**src/rtl/sqarb_pkg.sv**
```systemverilog
package sqarb_pkg;
  localparam int SEL_W = 3;

  typedef enum logic [SEL_W-1:0] {
    SRC_SW   = 3'd0,
    SRC_CMP  = 3'd1,
    SRC_EXT  = 3'd2,
    SRC_TMR  = 3'd3,
    SRC_CONT = 3'd4
  } src_e;
endpackage

```
**src/rtl/sqarb_trig_sel.sv**
```systemverilog
module sqarb_trig_sel
  import sqarb_pkg::*;
#(
  parameter int N = 4
) (
  input  logic [N*SEL_W-1:0] sel_i,
  input  logic [N-1:0]       sw_i,
  input  logic               cmp_i,
  input  logic               ext_rise_i,
  input  logic               tmr_i,
  output logic [N-1:0]       trig_o
);
  for (genvar g = 0; g < N; g++) begin : g_seq
    logic [SEL_W-1:0] s;
    logic             t;
    assign s = sel_i[g*SEL_W +: SEL_W];
    always_comb begin
      case (s)
        SRC_SW:   t = sw_i[g];
        SRC_CMP:  t = cmp_i;
        SRC_EXT:  t = ext_rise_i;
        SRC_TMR:  t = tmr_i;
        SRC_CONT: t = 1'b1;
        default:  t = 1'b0;
      endcase
    end
    assign trig_o[g] = t;
  end
endmodule

```
**src/rtl/sqarb_pend.sv**
```systemverilog
module sqarb_pend #(
  parameter int N = 4
) (
  input  logic         clk_i,
  input  logic         rst_ni,
  input  logic [N-1:0] trig_i,
  input  logic [N-1:0] en_i,
  input  logic [N-1:0] clr_i,
  output logic [N-1:0] pend_o
);
  logic [N-1:0] pend_q;
  logic [N-1:0] set;

  assign set = trig_i & en_i;

  // set wins over clear so continuous mode re-arms
  always_ff @(posedge clk_i or negedge rst_ni) begin
    if (!rst_ni) pend_q <= '0;
    else         pend_q <= (pend_q & ~clr_i) | set;
  end

  assign pend_o = pend_q;


  pend_needs_en_chk: assert property (@(posedge clk_i) disable iff (!rst_ni)
    ((pend_q & ~$past(pend_q) & ~$past(en_i)) == '0));


  pend_clr_chk: assert property (@(posedge clk_i) disable iff (!rst_ni)
    ((clr_i & ~set) != '0) |=> ((pend_q & $past(clr_i & ~set)) == '0));
endmodule

```
**src/rtl/sqarb_pick.sv**
```systemverilog
module sqarb_pick #(
  parameter int N      = 4,
  parameter int PRIO_W = 2,
  localparam int IDX_W = $clog2(N)
) (
  input  logic [N-1:0]        elig_i,
  input  logic [N*PRIO_W-1:0] prio_i,
  output logic                any_o,
  output logic [IDX_W-1:0]    win_o
);
  logic [PRIO_W-1:0] best;

  // strict compare keeps the lower index on ties
  always_comb begin
    any_o = 1'b0;
    win_o = '0;
    best  = '1;
    for (int i = 0; i < N; i++) begin
      if (elig_i[i] && (!any_o || prio_i[i*PRIO_W +: PRIO_W] < best)) begin
        any_o = 1'b1;
        win_o = IDX_W'(i);
        best  = prio_i[i*PRIO_W +: PRIO_W];
      end
    end
  end
endmodule

```
**src/rtl/sqarb_dup.sv**
```systemverilog
module sqarb_dup #(
  parameter int N      = 4,
  parameter int PRIO_W = 2
) (
  input  logic [N-1:0]        en_i,
  input  logic [N*PRIO_W-1:0] prio_i,
  output logic                dup_o
);
  always_comb begin
    dup_o = 1'b0;
    for (int i = 0; i < N; i++) begin
      for (int j = i + 1; j < N; j++) begin
        if (en_i[i] && en_i[j] &&
            prio_i[i*PRIO_W +: PRIO_W] == prio_i[j*PRIO_W +: PRIO_W])
          dup_o = 1'b1;
      end
    end
  end

  always_comb begin

    if ($countones(en_i) <= 1) dup_single_chk: assert (!dup_o);
  end
endmodule

```
**src/rtl/sqarb_top.sv**
```systemverilog
module sqarb_top
  import sqarb_pkg::*;
#(
  parameter int N      = 4,
  parameter int PRIO_W = 2,
  localparam int IDX_W = $clog2(N)
) (
  input  logic                clk_i,
  input  logic                rst_ni,
  input  logic [N-1:0]        seq_en_i,
  input  logic [N*SEL_W-1:0]  src_sel_i,
  input  logic [N*PRIO_W-1:0] prio_i,
  input  logic [N-1:0]        sw_init_i,
  input  logic                cmp_evt_i,
  input  logic                ext_pin_i,
  input  logic                tmr_evt_i,
  input  logic                conv_busy_i,
  input  logic                conv_done_i,
  output logic [N-1:0]        grant_o,
  output logic [IDX_W-1:0]    grant_idx_o,
  output logic                grant_vld_o,
  output logic [N-1:0]        pend_o,
  output logic                dup_prio_o
);
  logic [N-1:0]     sw_q;
  logic             ext_q;
  logic             ext_rise;
  logic [N-1:0]     trig;
  logic [N-1:0]     pend;
  logic [N-1:0]     elig;
  logic [N-1:0]     clr;
  logic             any;
  logic [IDX_W-1:0] win;
  logic             issue;
  logic             fin;
  logic [N-1:0]     gnt_q;
  logic [IDX_W-1:0] idx_q;
  logic             vld_q;

  // initiate bits self-clear after one cycle
  always_ff @(posedge clk_i or negedge rst_ni) begin
    if (!rst_ni) begin
      sw_q  <= '0;
      ext_q <= 1'b0;
    end else begin
      sw_q  <= sw_init_i;
      ext_q <= ext_pin_i;
    end
  end

  assign ext_rise = ext_pin_i & ~ext_q;

  sqarb_trig_sel #(.N(N)) u_trig (
    .sel_i      (src_sel_i),
    .sw_i       (sw_q),
    .cmp_i      (cmp_evt_i),
    .ext_rise_i (ext_rise),
    .tmr_i      (tmr_evt_i),
    .trig_o     (trig)
  );

  assign fin = vld_q & conv_done_i;
  assign clr = fin ? gnt_q : '0;

  sqarb_pend #(.N(N)) u_pend (
    .clk_i  (clk_i),
    .rst_ni (rst_ni),
    .trig_i (trig),
    .en_i   (seq_en_i),
    .clr_i  (clr),
    .pend_o (pend)
  );

  assign elig = pend & seq_en_i;

  sqarb_pick #(.N(N), .PRIO_W(PRIO_W)) u_pick (
    .elig_i (elig),
    .prio_i (prio_i),
    .any_o  (any),
    .win_o  (win)
  );

  sqarb_dup #(.N(N), .PRIO_W(PRIO_W)) u_dup (
    .en_i   (seq_en_i),
    .prio_i (prio_i),
    .dup_o  (dup_prio_o)
  );

  assign issue = !vld_q && !conv_busy_i && any;

  always_ff @(posedge clk_i or negedge rst_ni) begin
    if (!rst_ni) begin
      vld_q <= 1'b0;
      gnt_q <= '0;
      idx_q <= '0;
    end else if (fin) begin
      vld_q <= 1'b0;
      gnt_q <= '0;
    end else if (issue) begin
      vld_q <= 1'b1;
      gnt_q <= N'(1) << win;
      idx_q <= win;
    end
  end

  assign grant_o     = gnt_q;
  assign grant_idx_o = idx_q;
  assign grant_vld_o = vld_q;
  assign pend_o      = pend;

  // independent check that no eligible rival beats the chosen winner
  logic [PRIO_W-1:0] win_p;
  logic              better;
  always_comb begin
    win_p  = prio_i[int'(win)*PRIO_W +: PRIO_W];
    better = 1'b0;
    for (int j = 0; j < N; j++) begin
      if (elig[j] && (prio_i[j*PRIO_W +: PRIO_W] < win_p ||
          (prio_i[j*PRIO_W +: PRIO_W] == win_p && j < int'(win))))
        better = 1'b1;
    end
  end


  best_win_chk: assert property (@(posedge clk_i) disable iff (!rst_ni)
    issue |-> (!better && elig[win]));


  grant_onehot_chk: assert property (@(posedge clk_i) disable iff (!rst_ni)
    vld_q ? (gnt_q == (N'(1) << idx_q)) : (gnt_q == '0));


  grant_hold_chk: assert property (@(posedge clk_i) disable iff (!rst_ni)
    (vld_q && !conv_done_i) |=> (vld_q && $stable(gnt_q)));


  busy_block_chk: assert property (@(posedge clk_i) disable iff (!rst_ni)
    (!vld_q && conv_busy_i) |=> !vld_q);


  done_drop_chk: assert property (@(posedge clk_i) disable iff (!rst_ni)
    fin |=> !vld_q);
endmodule

```
**config.mk**
```make
export PLATFORM = sky130hd
export DESIGN_NAME = sqarb_top
export DESIGN_NICKNAME = d
export VERILOG_FILES = /design/src/rtl/sqarb_pkg.sv /design/src/rtl/sqarb_trig_sel.sv /design/src/rtl/sqarb_pend.sv /design/src/rtl/sqarb_pick.sv /design/src/rtl/sqarb_dup.sv /design/src/rtl/sqarb_top.sv
export SDC_FILE = /design/constraint.sdc
export NUM_CORES = 1
export LEC_CHECK = 0
export BUFFER_PORTS_ARGS = -buffer_cell sky130_fd_sc_hd__buf_2
export CAP_MARGIN = 20
export CORE_MARGIN = 3
export CORE_UTILIZATION = 51
export DETAILED_ROUTE_END_ITERATION = 7
export GPL_TIMING_DRIVEN = 0
export HOLD_SLACK_MARGIN = 0.12
export PLACE_DENSITY = 0.84
export SLEW_MARGIN = 20
export SYNTH_ARGS = -nofsm -noshare
export SYNTH_HDL_FRONTEND = slang
export SYNTH_SLANG_ARGS = --single-unit
```
**constraint.sdc**
```tcl
create_clock -name clk_i -period 7.69 [get_ports clk_i]
set_input_delay 1.538 -clock clk_i [delete_from_list [all_inputs] [get_ports clk_i]]
set_output_delay 1.538 -clock clk_i [all_outputs]
set_load 0.02 [all_outputs]
```
* Word level (Yosys, flattened, before mapping)
Cells that the tools add are included.
** Operators by class
- Order comparisons :: 3
- Equal/unequal tests :: 22
- Shift-type cells :: 1
- Muxes and demuxes :: 25
- Bitwise logic cells :: 9
- Reduce and logical (&&, ||, !) cells :: 31
** Operators by type and width (number)
- $eq 3x2->1 const B :: 8
- $pmux 1 s5 :: 4
- $logic_and 1x1->1 :: 17
- $mux 1 :: 13
- $and 4x4->4 :: 3
- $eq 2x2->1 :: 6
- $eq 3x1->1 const B :: 4
- $eq 3x3->1 const B :: 4
- $logic_not 3->1 :: 4
- $mux 4 :: 3
- $mux 2 :: 5
- $lt 2x2->1 :: 3
- $logic_not 1->1 :: 5
- $not 4->4 :: 1
- $or 4x4->4 :: 1
- $shl 1x2->4 const A :: 1
- $logic_or 1x1->1 :: 3
- $and 1x1->1 :: 2
- $not 1->1 :: 2
- $reduce_and 2->1 :: 1
- $reduce_bool 2->1 :: 1
** Word-level totals
- Bits in registers :: 16
- Input bits :: 35
- Output and inout bits :: 12
- Word-level logic and storage cells :: 97

* Depth between registers and ports, before layout
Gate-level depths: netlist of run 1.
- Word-level depth :: 17
- Depth in mapped cells :: 12
- Mapped depth without buffers :: 12

* Modules after synthesis
A second synthesis of run 1 with hierarchy kept.
** Unflattened totals
- Cell total of the unflattened synthesis :: 139
- Area total of the unflattened synthesis :: 1263.7 um^2
** Modules (own cells, without submodules)
- sqarb_top :: instances 1, cells an instance 40, area an instance 539.3 um^2
- sqarb_pick :: instances 1, cells an instance 31, area an instance 212.7 um^2
- sqarb_trig_sel :: instances 1, cells an instance 32, area an instance 190.2 um^2
- sqarb_pend :: instances 1, cells an instance 16, area an instance 165.2 um^2
- sqarb_dup :: instances 1, cells an instance 20, area an instance 156.4 um^2

* Worst setup path before layout of run 1
No wires, ideal clock.
- Path type :: input-to-reg
- Start point :: in prio_i[3]
- End point :: reg gnt_q[2] (netlist: grant_o[2])
- Setup time :: 0.120 ns
- Arrival :: 3.693 ns
- Path slack :: 3.877 ns
- Stages on the path :: 12
- Path buffers :: 1
- Cells stage by stage :: buf_2 -> o22ai_1 -> ha_1 -> nor2_1 -> o21bai_4 -> nand2_1 -> mux2_2 -> ha_1 -> nor3_1 -> o21bai_1 -> a31oi_2 -> a31o_1
** Between the ends
- Word-level cells in the longest chain between the ends :: 15
- Elaborated cells between the ends (all ways) :: 24
** RTL lines
- start: declaration :: RTL line sqarb_top.sv:12 : input logic [N*PRIO_W-1:0] prio_i,
- $lt 2x2->1 :: RTL line sqarb_pick.sv:19 : if (elig_i[i] && (!any_o || prio_i[i*PRIO_W +: PRIO_W] < best)) begin
- $logic_or 1x1->1 :: RTL line sqarb_pick.sv:19
- $logic_and 1x1->1 :: RTL line sqarb_pick.sv:19
- $mux 2 / $mux 1 (equally long branches) :: RTL line sqarb_pick.sv:19
- $lt 2x2->1 / $logic_not 1->1 (equally long branches) :: RTL line sqarb_pick.sv:19
- $logic_or 1x1->1 :: RTL line sqarb_pick.sv:19
- $logic_and 1x1->1 :: RTL line sqarb_pick.sv:19
- $mux 2 / $mux 1 (equally long branches) :: RTL line sqarb_pick.sv:19
- $lt 2x2->1 / $logic_not 1->1 (equally long branches) :: RTL line sqarb_pick.sv:19
- $logic_or 1x1->1 :: RTL line sqarb_pick.sv:19
- $logic_and 1x1->1 :: RTL line sqarb_pick.sv:19
- $mux 2 :: RTL line sqarb_pick.sv:19
- $shl 1x2->4 :: RTL line sqarb_top.sv:101 : gnt_q <= N'(1) << win;
- $mux 4 :: RTL line sqarb_top.sv:99 : end else if (issue) begin
- $mux 4 :: RTL line sqarb_top.sv:96 : end else if (fin) begin
- end signal: assignment :: RTL line sqarb_top.sv:101
- end: declaration :: RTL line sqarb_top.sv:36 : logic [N-1:0] gnt_q;
Several ways; a longest one is shown, not always the timed one. The select of a mux whose other input is x is not followed.
A chain may end at the register's enable or synchronous reset.

* Worst setup path in the final report of run 1
- Start point :: in prio_i[4]
- End point :: out dup_prio_o
** Between the ends
- Word-level cells in the longest chain between the ends :: 7
- Elaborated cells between the ends (all ways) :: 11
** RTL lines
- $eq 2x2->1 :: RTL line sqarb_dup.sv:14 : prio_i[i*PRIO_W +: PRIO_W] == prio_i[j*PRIO_W +: PRIO_W])
- $logic_and 1x1->1 :: RTL line sqarb_dup.sv:13 : if (en_i[i] && en_i[j] &&
- $mux 1 (4 in series) :: RTL line sqarb_dup.sv:13
- $mux 1 (*) :: RTL line sqarb_dup.sv:13
- end: declaration :: RTL line sqarb_top.sv:23 : output logic dup_prio_o
Mark *: on every way between the ends. The rest lies on a longest branch, timed or not.

==> results.sh, run 1 <==
export IMPL_status="complete, no violations"
export IMPL_whs_ns=0.499
export IMPL_cp_start_kind="primary input"
export IMPL_final_area_um2=1430
export IMPL_hp_class="reg -> reg"
export IMPL_tritoncts="yes"
export IMPL_vdd_drop_max_mv=0.197
export IMPL_final_common_cell="buf_2"
export IMPL_initial_utilization_pct=56.1
export IMPL_total_power_w=0.000323
export IMPL_cap_violations=0
export IMPL_grt_pass1_vias=1118
export IMPL_ctsHtreeMaxLevel=1
export IMPL_gp_congestion=0.878
export IMPL_grt_usage_pct=22.7
export IMPL_path_max_fanout=5
export IMPL_drive_above_1_share_pct=29.5
export IMPL_clk_latency_ns=0.29
export IMPL_crit_arrival_ns=2.39
export IMPL_rows=16
export IMPL_drc=0
export IMPL_yosysWarnings=0
export IMPL_hold_start="grant_idx_o[1]"
export IMPL_hpwl_mm=2.35
export IMPL_first_iter_violations=29
export IMPL_setup_tns_final_ns=0
export IMPL_synth_compound_area_share_pct=22.6
export IMPL_fp_dieW_um=53.4
export IMPL_tightestPinTransition_ns=0.616
export IMPL_crit_start="prio_i[4]"
export IMPL_crit_type="in -> out"
export IMPL_synth_mux_area_share_pct=2.73
export IMPL_fin_nets=221
export IMPL_yosys_area_share_simple_pct=24.7
export IMPL_clk_path_buf_depth=2
export IMPL_place_area_um2=1390
export IMPL_fmax_mhz=255
export IMPL_avgViaCountPerCell=5.80
export IMPL_finalMaxSlewViolations=0
export IMPL_synth_fa_ha_area_share_pct=3.06
export IMPL_grt_max_degree=17
export IMPL_post_route_period_util_pct=51.0
export IMPL_core_um2=2040
export IMPL_cp_common_cell="nand3_1"
export IMPL_cts_sinks=16
export IMPL_die_area_um2=2850
export IMPL_r2r_start="u_pend.pend_o[1]"
export IMPL_crit_family="buffers and inverters"
export IMPL_firstDrtPassIters=4
export IMPL_max_stage_delay_ns=0.23
export IMPL_path_cells="clkbuf_1 > xnor2_1 > nand3_1 > nand3_1 > nand2_1 > nand3_1 > buf_2"
export IMPL_synth_cells=136
export IMPL_synth_seq_cells=16
export IMPL_clk_pin_slew_worst_paths_ns=0.10
export IMPL_synth_top_family_by_area="simple AND/OR/NAND/NOR gates"
export IMPL_portBuffers=43
export IMPL_synth_cell_area_um2=1140
export IMPL_synthesis_nets=173
export IMPL_crit_slowest_cell="clkbuf_1"
export IMPL_die_height_um=53.4
export IMPL_p_leak_nw=0.660
export IMPL_synth_avg_cell_area_um2=8.42
export IMPL_powerDensity_nw_per_um2=226
export IMPL_cp_required_ns=6.15
export IMPL_yosys_area_top_type="dfrtp_1"
export IMPL_yosysSeqAreaShare_pct=35.0
export IMPL_ant_nets=0
export IMPL_hold_viol=0
export IMPL_synth_top_area_share_pct=35.0
export IMPL_grt_pass1_wl_mm=4.76
export IMPL_cts_made_buffers=3
export IMPL_crit_buf_inv=2
export IMPL_grt_overflow=0
export IMPL_num_vias=1217
export IMPL_wl_per_cell_um=14.0
export IMPL_ys_types=37
export IMPL_post_cts_buffers=0
export IMPL_finalSetupViolations=0
export IMPL_final_cell_mix="buf_2 (45), nand2_1 (24), dfrtp_1 (16)"
export IMPL_num_io_pins=47
export IMPL_cts_hold_buffers=0
export IMPL_crit_path_end_kind="primary output"
export IMPL_antenna_found_initial=0
export IMPL_fill_cells=183
export IMPL_skew_ns=0.00429
export IMPL_cts_root_buf="clkbuf_4"
export IMPL_reg2reg_slack_ns=4.73
export IMPL_rsz0062_at_grt="false"
export IMPL_relSlewSlack_pct=59.0
export IMPL_n_antenna_cell=0
export IMPL_area_delta_synth_final_pct=24.9
export IMPL_cts_resized=0
export IMPL_period_needed_ns=3.93
export IMPL_drt_wl_total_mm=2.93
export IMPL_synthXorXnorAreaFrac_pct=8.42
export IMPL_yosys_top_cells_area="dfrtp_1 (35%), xnor2_1 (8.4%), nand2_1 (7.9%)"
## area by class of cell
cell class | instances | area, µm² | share of cell area (%)
Timing Repair Buffer | 43 | 215 | 15.0
Multi-Input combinational cell | 110 | 704 | 49.3
Tap cell | 27 | 33.8 | 2.36
Buffer | 4 | 17.5 | 1.22
Inverter | 6 | 22.5 | 1.57
Clock buffer | 4 | 36.3 | 2.54
Sequential cell | 16 | 400 | 28.0
## flip-flops by register name (all words and copies together), names as in the netlist
name and cells:
grant_o 4, grant_idx_o 2, grant_vld_o 1, ext_q 1, sw_q 4, u_pend.pend_o 4
## path summary, 6_finish.rpt
kind,to,cells past startpoint
setup / recovery,dup_prio_o,7
hold / removal,grant_idx_o[1],1
setup reg to reg,grant_o[2],12
hold reg to reg,grant_idx_o[1],1
max in group asynchronous,u_pend.pend_o[2],1
min in group asynchronous,sw_q[0],1
## layer usage
layer / vias to the layer above / part of all wire (%) / wire length, µm / track usage, %
met5: - / 0 / 0 / 0
met4: 0 / 1.6 / 47 / 7.66
met3: 11 / 6.4 / 187 / 3.66
met2: 50 / 47 / 1390 / 37.3
met1: 568 / 44 / 1300 / 29.8
li1: 588 / - / - / -
## kinds of logic after synthesis
logic type / after synthesis
flip-flops: 16
AND/OR/NAND/NOR: 58
buffers and inverters: 10
AO/OA/AOI/OAI: 35
adder cells (fa/ha/maj): 3
XOR/XNOR: 11
multiplexers: 3
## synthesized netlist by cell type
cell type and instances:
a22o_1 1, o22ai_1 5, a31oi_1 2, o21bai_1 1, o211ai_1 3, o21bai_4 1
a22oi_2 1, a311oi_2 1, mux2_2 1, o31ai_1 1, nor2_1 7, o21ai_1 1
a21oi_1 5, mux2i_1 2, inv_1 6, buf_2 2, o22a_1 1, maj3_1 1
xnor2_1 11, and2_1 2, o21a_1 1, a31oi_2 1, nand2b_1 4, a31o_1 1
nand4b_1 1, o2111ai_1 2, nand4_1 3, ha_1 2, or3b_1 1, nor3_1 4
dfrtp_1 16, nand3_1 7, o21ai_0 6, a21o_1 1, nand2_1 24, clkbuf_1 2
nor3b_1 5
## per-stage QoR
step,instances,worst slack (ns),utilization [%]
6_report,210,3.76,70.0
5_1_grt,210,3.56,70.0
4_1_cts,210,3.75,70.0
3_5_place_dp,206,3.48,68.3
3_3_place_gp,206,3.56,68.3
2_1_floorplan,136,3.88,-
## power breakdown
group          switching (W)  total (W)  leakage (nW)  internal [W]
Combinational      0.0000865   0.000144         0.455     0.0000580
Clock              0.0000278  0.0000566        0.0210     0.0000288
Sequential         0.0000176   0.000122         0.183      0.000105
Power figures use the tool's default switching activity.
==> run 2, diff against run 1 <==
--- a/config.mk
+++ b/config.mk
@@ -8,11 +8,11 @@
 export BUFFER_PORTS_ARGS = -buffer_cell sky130_fd_sc_hd__buf_2
 export CAP_MARGIN = 20
 export CORE_MARGIN = 3
-export CORE_UTILIZATION = 51
+export CORE_UTILIZATION = 47
 export DETAILED_ROUTE_END_ITERATION = 7
 export GPL_TIMING_DRIVEN = 0
 export HOLD_SLACK_MARGIN = 0.12
-export PLACE_DENSITY = 0.84
+export PLACE_DENSITY = 0.78
 export SLEW_MARGIN = 20
 export SYNTH_ARGS = -nofsm -noshare
 export SYNTH_HDL_FRONTEND = slang
==> constraint.sdc (replaced) <==
create_clock -name clk_i -period 3.7 [get_ports clk_i]
set_input_delay 0.74 -clock clk_i [delete_from_list [all_inputs] [get_ports clk_i]]
set_output_delay 0.74 -clock clk_i [all_outputs]
set_load 0.02 [all_outputs]
==> results.sh, run 2 (synthesis gave the netlist of run 1 again) <==
export IMPL_cts_resized=0
export IMPL_cts_root_buf="clkbuf_4"
export IMPL_cp_required_ns=3.89
export IMPL_status="complete, no violations"
export IMPL_antenna_found_initial=0
export IMPL_tightestPinTransition_ns=0.603
export IMPL_clkPwrFrac_pct=14.3
export IMPL_rows=17
export IMPL_hp_class="in -> async"
export IMPL_tritoncts="yes"
export IMPL_core_um2=2250
export IMPL_crit_type="in -> reg"
export IMPL_gp_congestion=0.931
export IMPL_cts_hold_buffers=0
export IMPL_relSlewSlack_pct=59.8
export IMPL_clk_latency_ns=0.29
export IMPL_clk_pin_slew_worst_paths_ns=0.09
export IMPL_p_comb_share_pct=46.5
export IMPL_portBuffers=43
export IMPL_fmax_mhz=323
export IMPL_register_area_um2=400
export IMPL_intPower_w=0.000377
export IMPL_die_height_um=55.4
export IMPL_max_stage_delay_ns=0.35
export IMPL_post_cts_buffers=0
export IMPL_ctsHtreeMaxLevel=1
export IMPL_layout_setup_ws_ns=0.605
export IMPL_dp_cells=207
export IMPL_fill_cells=214
export IMPL_p_switching_w=0.000271
export IMPL_crit_slowest_cell="mux2_2"
export IMPL_grt_pass1_wl_mm=5.15
export IMPL_num_io_pins=47
export IMPL_grt_usage_pct=20.7
export IMPL_cts_sinks=16
export IMPL_clk_path_buf_depth=2
export IMPL_skew_ns=0.00117
export IMPL_finalMaxSlewViolations=0
export IMPL_period_needed_ns=3.10
export IMPL_reg2regPathDepth=12
export IMPL_die_area_um2=3060
export IMPL_initial_utilization_pct=50.8
export IMPL_final_area_um2=1420
export IMPL_hold_viol=0
export IMPL_multi_input_area_um2=704
export IMPL_ant_nets=0
export IMPL_post_route_period_util_pct=83.7
export IMPL_cp_start_kind="primary input"
export IMPL_hpwl_mm=2.48
export IMPL_wl_per_cell_um=14.2
export IMPL_crit_arrival_ns=3.28
export IMPL_place_area_um2=1400
export IMPL_crit_path_end_kind="flop"
export IMPL_firstDrtPassIters=4
export IMPL_grt_max_degree=17
export IMPL_swShare_pct=41.8
export IMPL_path_max_fanout=6
export IMPL_post_place_ws_ns=0.296
export IMPL_p_leak_nw=0.652
export IMPL_seqPwrFrac_pct=39.3
export IMPL_path_cells="buf_2 > nand2_1 > o22ai_1 > ha_1 > nor2_1 > o21bai_4 > nand2_1 > mux2_2 > ha_1 > nor3_1 > o21bai_1 > a31oi_2 > a31o_1"
export IMPL_drt_wl_total_mm=2.98
export IMPL_finalSetupViolations=0
export IMPL_fin_nets=221
export IMPL_final_cell_mix="buf_2 (45), nand2_1 (24), dfrtp_1 (16)"
export IMPL_area_delta_synth_final_pct=23.8
export IMPL_grt_overflow=0
export IMPL_drc=0
export IMPL_rsz0062_at_grt="false"
export IMPL_final_common_cell="buf_2"
export IMPL_cap_violations=0
export IMPL_grt_pass1_vias=1198
export IMPL_n_antenna_cell=0
export IMPL_avgViaCountPerCell=5.62
export IMPL_fp_dieW_um=55.4
export IMPL_vdd_drop_max_mv=0.333
export IMPL_stdcell_count=210
export IMPL_first_iter_violations=55
export IMPL_setup_tns_final_ns=0
export IMPL_drive_above_1_share_pct=29.1
export IMPL_num_vias=1181
export IMPL_powerDensity_nw_per_um2=457
export IMPL_cts_made_buffers=3
run 2: cell count changes in the layout (fill, tap and decap cells not counted):
cell	change
clkbuf_8	-1
run 2: cell type report:
cell class              instances  area share, %
inverters                       6           1.59
multi-input cells             110           49.7
plain buffers                   4           1.24
repair buffers                 43           15.2
clock buffers                   3           1.59
well taps                      28           2.47
flip-flops and latches         16           28.2
run 2: metrics by stage:
stage / utilization (%) / total power, W / hold WS (ns)
after CTS: 62.9 / 0.000652 / 0.356
after floorplan: - / 0.000450 / 0.444
after global placement: 61.9 / 0.000547 / 0.475
final: 62.9 / 0.000647 / 0.345
after global routing: 62.9 / 0.000692 / 0.360
after detailed placement: 61.9 / 0.000560 / 0.491
run 2: power by group through the flow:
| stage | clock (W) | sequential, W | combinational, W |
|---|---|---|---|
| 2_1_floorplan | 0 | 0.000304 | 0.000145 |
| 3_3_place_gp | 0 | 0.000256 | 0.000291 |
| 3_5_place_dp | 0 | 0.000258 | 0.000302 |
| 4_1_cts | 0.0000931 | 0.000255 | 0.000304 |
| 5_1_grt | 0.0000995 | 0.000261 | 0.000332 |
| 6_report | 0.0000925 | 0.000254 | 0.000301 |
run 2: final timing paths:
kind | end | slack, ns | start
worst max register to register | grant_o[2] | 0.75 | u_pend.pend_o[1]
min in group clk_i | grant_idx_o[1] | 0.50 | grant_idx_o[1]
max in group asynchronous | u_pend.pend_o[2] | 3.10 | rst_ni
worst min register to register | grant_idx_o[1] | 0.50 | grant_idx_o[1]
worst min-delay path | grant_o[3] | 0.35 | rst_ni
worst max-delay path | grant_o[2] | 0.60 | seq_en_i[1]
run 2: per-layer routing:
| metal | vias up | routed length (µm) | track usage, % |
|---|---|---|---|
| li1 | 586 | - | - |
| met1 | 535 | 1190 | 24.6 |
| met2 | 53 | 1500 | 36.8 |
| met3 | 7 | 240 | 2.80 |
| met4 | 0 | 57 | 9.03 |
| met5 | - | 0 | 0 |
run 2: worst max-delay path: cells and delay by family:
| family | cells | cell delay [ns] |
|---|---|---|
| adder cells (fa/ha/maj) | 2 | 0.53 |
| multiplexers | 1 | 0.35 |
| buffers and inverters | 1 | 0.15 |
| AND/OR/NAND/NOR | 4 | 0.71 |
| AO/OA/AOI/OAI | 5 | 0.78 |
==> run 3, diff against run 2 <==
--- a/config.mk
+++ b/config.mk
@@ -5,6 +5,7 @@
 export SDC_FILE = /design/constraint.sdc
 export NUM_CORES = 1
 export LEC_CHECK = 0
+export ABC_AREA = 1
 export BUFFER_PORTS_ARGS = -buffer_cell sky130_fd_sc_hd__buf_2
 export CAP_MARGIN = 20
 export CORE_MARGIN = 3
@@ -12,7 +13,7 @@
 export DETAILED_ROUTE_END_ITERATION = 7
 export GPL_TIMING_DRIVEN = 0
 export HOLD_SLACK_MARGIN = 0.12
-export PLACE_DENSITY = 0.78
+export PLACE_DENSITY = 0.79
 export SLEW_MARGIN = 20
 export SYNTH_ARGS = -nofsm -noshare
 export SYNTH_HDL_FRONTEND = slang
==> constraint.sdc (replaced) <==
create_clock -name clk_i -period 2.9 [get_ports clk_i]
set_input_delay 0.58 -clock clk_i [delete_from_list [all_inputs] [get_ports clk_i]]
set_output_delay 0.58 -clock clk_i [all_outputs]
set_load 0.02 [all_outputs]
==> results.sh, run 3 <==
export IMPL_path_cells="buf_2 > nand2_1 > o22ai_1 > ha_1 > nand2_1 > nand2_1 > nand2_2 > nand2_4 > nand2_1 > o21ai_0 > ha_1 > nand2_1 > nand2_1 > nand2_1 > nand2_2 > nand2_2 > nand2_1 > nand2_1"
export IMPL_register_area_um2=400
export IMPL_cts_root_buf="clkbuf_4"
export IMPL_grt_use_met2_pct=39.4
export IMPL_yosysSeqAreaShare_pct=35.6
export IMPL_grt_usage_pct=21.2
export IMPL_tightestPinTransition_ns=0.347
export IMPL_n_antenna_cell=0
export IMPL_r2r_end="grant_idx_o[1]"
export IMPL_post_cts_buffers=0
export IMPL_synth_avg_cell_area_um2=7.16
export IMPL_crit_arrival_ns=2.50
export IMPL_crit_buf_inv=1
export IMPL_drive_above_1_share_pct=31.6
export IMPL_grt_pass1_vias=1143
export IMPL_num_io_pins=47
export IMPL_cts_sinks=16
export IMPL_portBuffers=46
export IMPL_synth_top_area_share_pct=35.6
export IMPL_synth_seq_cells=16
export IMPL_yosysWarnings=0
export IMPL_rsz0062_at_grt="false"
export IMPL_synth_cells=157
export IMPL_final_common_cell="nand2_1"
export IMPL_crit_start="seq_en_i[1]"
export IMPL_use_met3_pct=2.68
export IMPL_vdd_drop_max_mv=0.464
export IMPL_grt_overflow=0
export IMPL_whs_ns=0.192
export IMPL_wl_per_cell_um=12.9
export IMPL_die_area_um2=3010
export IMPL_reg2regPathDepth=17
export IMPL_ys_types=29
export IMPL_drc=0
export IMPL_fp_dieW_um=54.9
export IMPL_multi_input_area_um2=629
export IMPL_yosys_area_top_type="dfrtp_1"
export IMPL_grtUsageMet1_pct=25.3
export IMPL_synthesis_nets=194
export IMPL_cts_resized=0
export IMPL_fmax_mhz=431
export IMPL_grt_busiest_layer="met2"
export IMPL_path_max_fanout=7
export IMPL_status="complete, no violations"
export IMPL_grt_max_degree=17
export IMPL_antenna_found_initial=0
export IMPL_clk_latency_ns=0.28
export IMPL_endpoint="grant_idx_o[1]"
export IMPL_initial_utilization_pct=50.3
export IMPL_final_cell_mix="nand2_1 (52), buf_2 (46), inv_1 (21)"
export IMPL_cts_made_buffers=3
export IMPL_ctsHtreeMaxLevel=1
export IMPL_grt_pass1_wl_mm=4.66
export IMPL_max_stage_delay_ns=0.28
export IMPL_skew_ns=0.00405
export IMPL_clk_pin_slew_worst_paths_ns=0.09
export IMPL_crit_slowest_cell="ha_1"
export IMPL_drt_wl_total_mm=3.01
export IMPL_hp_class="in -> async"
export IMPL_p_leak_nw=0.779
export IMPL_post_route_period_util_pct=80.1
export IMPL_core_um2=2230
export IMPL_synth_edf_count=0
export IMPL_rows=17
export IMPL_tritoncts="yes"
export IMPL_yosys_top_cells_area="dfrtp_1 (36%), nand2_1 (17%), inv_1 (7.0%)"
export IMPL_finalSetupViolations=0
export IMPL_cp_common_cell="nand2_1"
export IMPL_period_needed_ns=2.32
export IMPL_first_iter_violations=28
export IMPL_cp_required_ns=3.08
export IMPL_num_vias=1283
export IMPL_cap_violations=0
export IMPL_cp_start_kind="primary input"
export IMPL_powerDensity_nw_per_um2=678
export IMPL_synthArstFlopShare_pct=100
export IMPL_crit_family="simple AND/OR/NAND/NOR gates"
export IMPL_hpwl_mm=2.40
export IMPL_r2r_start="u_pend.pend_o[0]"
export IMPL_clk_path_buf_depth=2
export IMPL_crit_type="in -> reg"
export IMPL_ant_nets=0
export IMPL_cts_hold_buffers=0
export IMPL_firstDrtPassIters=4
export IMPL_finalMaxSlewViolations=0
export IMPL_avgViaCountPerCell=5.48
export IMPL_synth_cell_area_um2=1120
export IMPL_post_synth_top_count_cell="nand2_1"
export IMPL_hold_viol=0
export IMPL_cp_depth=18
export IMPL_fin_nets=245
export IMPL_reg2reg_slack_ns=0.63
export IMPL_area_delta_synth_final_pct=25.6
export IMPL_die_height_um=54.9
export IMPL_fill_cells=218
export IMPL_relSlewSlack_pct=76.9
export IMPL_crit_path_end_kind="flop"
export IMPL_gp_congestion=0.864
export IMPL_yosys_top_cells_count="nand2_1 (52), inv_1 (21), dfrtp_1 (16), nor2_1 (9)"
export IMPL_ys_dominant_reg_cell="dfrtp_1"
export IMPL_setup_tns_final_ns=0
[run 3: cell count changes after synthesis, moves of 4 or more]
| cell | before | now |
|---|---|---|
| nor3b_1 | 5 | 0 |
| xnor2_1 | 11 | 0 |
| nand2_2 | 0 | 4 |
| inv_2 | 0 | 4 |
| inv_1 | 6 | 21 |
| nand3_1 | 7 | 3 |
| nand2_1 | 24 | 52 |
| nand2b_1 | 4 | 0 |
[run 3: cell families after synthesis]
| family | count (synthesis) | share of synthesized area [%] |
|---|---|---|
| AND/OR/NAND/NOR | 76 | 30.3 |
| AO/OA/AOI/OAI | 38 | 23.5 |
| flip-flops | 16 | 35.6 |
| buffers and inverters | 25 | 8.35 |
| adder cells (fa/ha/maj) | 2 | 2.23 |
[run 3: cell type report]
cell class / count / area share [%]
Sequential cell: 16 / 28.4
Tap cell: 28 / 2.48
Timing Repair Buffer: 46 / 16.3
Inverter: 25 / 6.65
Clock buffer: 3 / 1.60
Multi-Input combinational cell: 116 / 44.6
[run 3: per-layer routing]
layer	wire length, µm	up-vias
met5	0	-
met1	1260	580
met3	249	7
met2	1470	69
met4	36	0
li1	-	627
[run 3: worst min-delay path by stage]
stage,slack (ns),cells after the start,start,to
2_1_floorplan,0.28,0,rst_ni,ext_q
3_3_place_gp,0.46,2,grant_idx_o[0],grant_idx_o[0]
3_5_place_dp,0.47,2,grant_idx_o[1],grant_idx_o[1]
4_1_cts,0.20,1,rst_ni,grant_idx_o[0]
5_1_grt,0.20,1,rst_ni,grant_vld_o
6_report,0.19,1,rst_ni,grant_o[3]
[run 3: power by group]
part           switching [W]  total (W)  internal, W
logic               0.000323   0.000500     0.000178
registers          0.0000533   0.000346     0.000292
clock network      0.0000628   0.000111    0.0000481
total               0.000439   0.000957     0.000518
[run 3: through the flow]
step                utilization (%)  total power (W)  area [µm²]  instances  setup slack, ns
floorplan                         -         0.000681        1120        157            0.659
CTS                            63.2         0.000960        1410        234            0.612
finish                         63.2         0.000957        1410        234            0.578
global route                   63.2          0.00104        1410        234            0.437
detailed placement             62.2         0.000846        1390        231            0.323
global placement               62.2         0.000831        1390        231            0.379
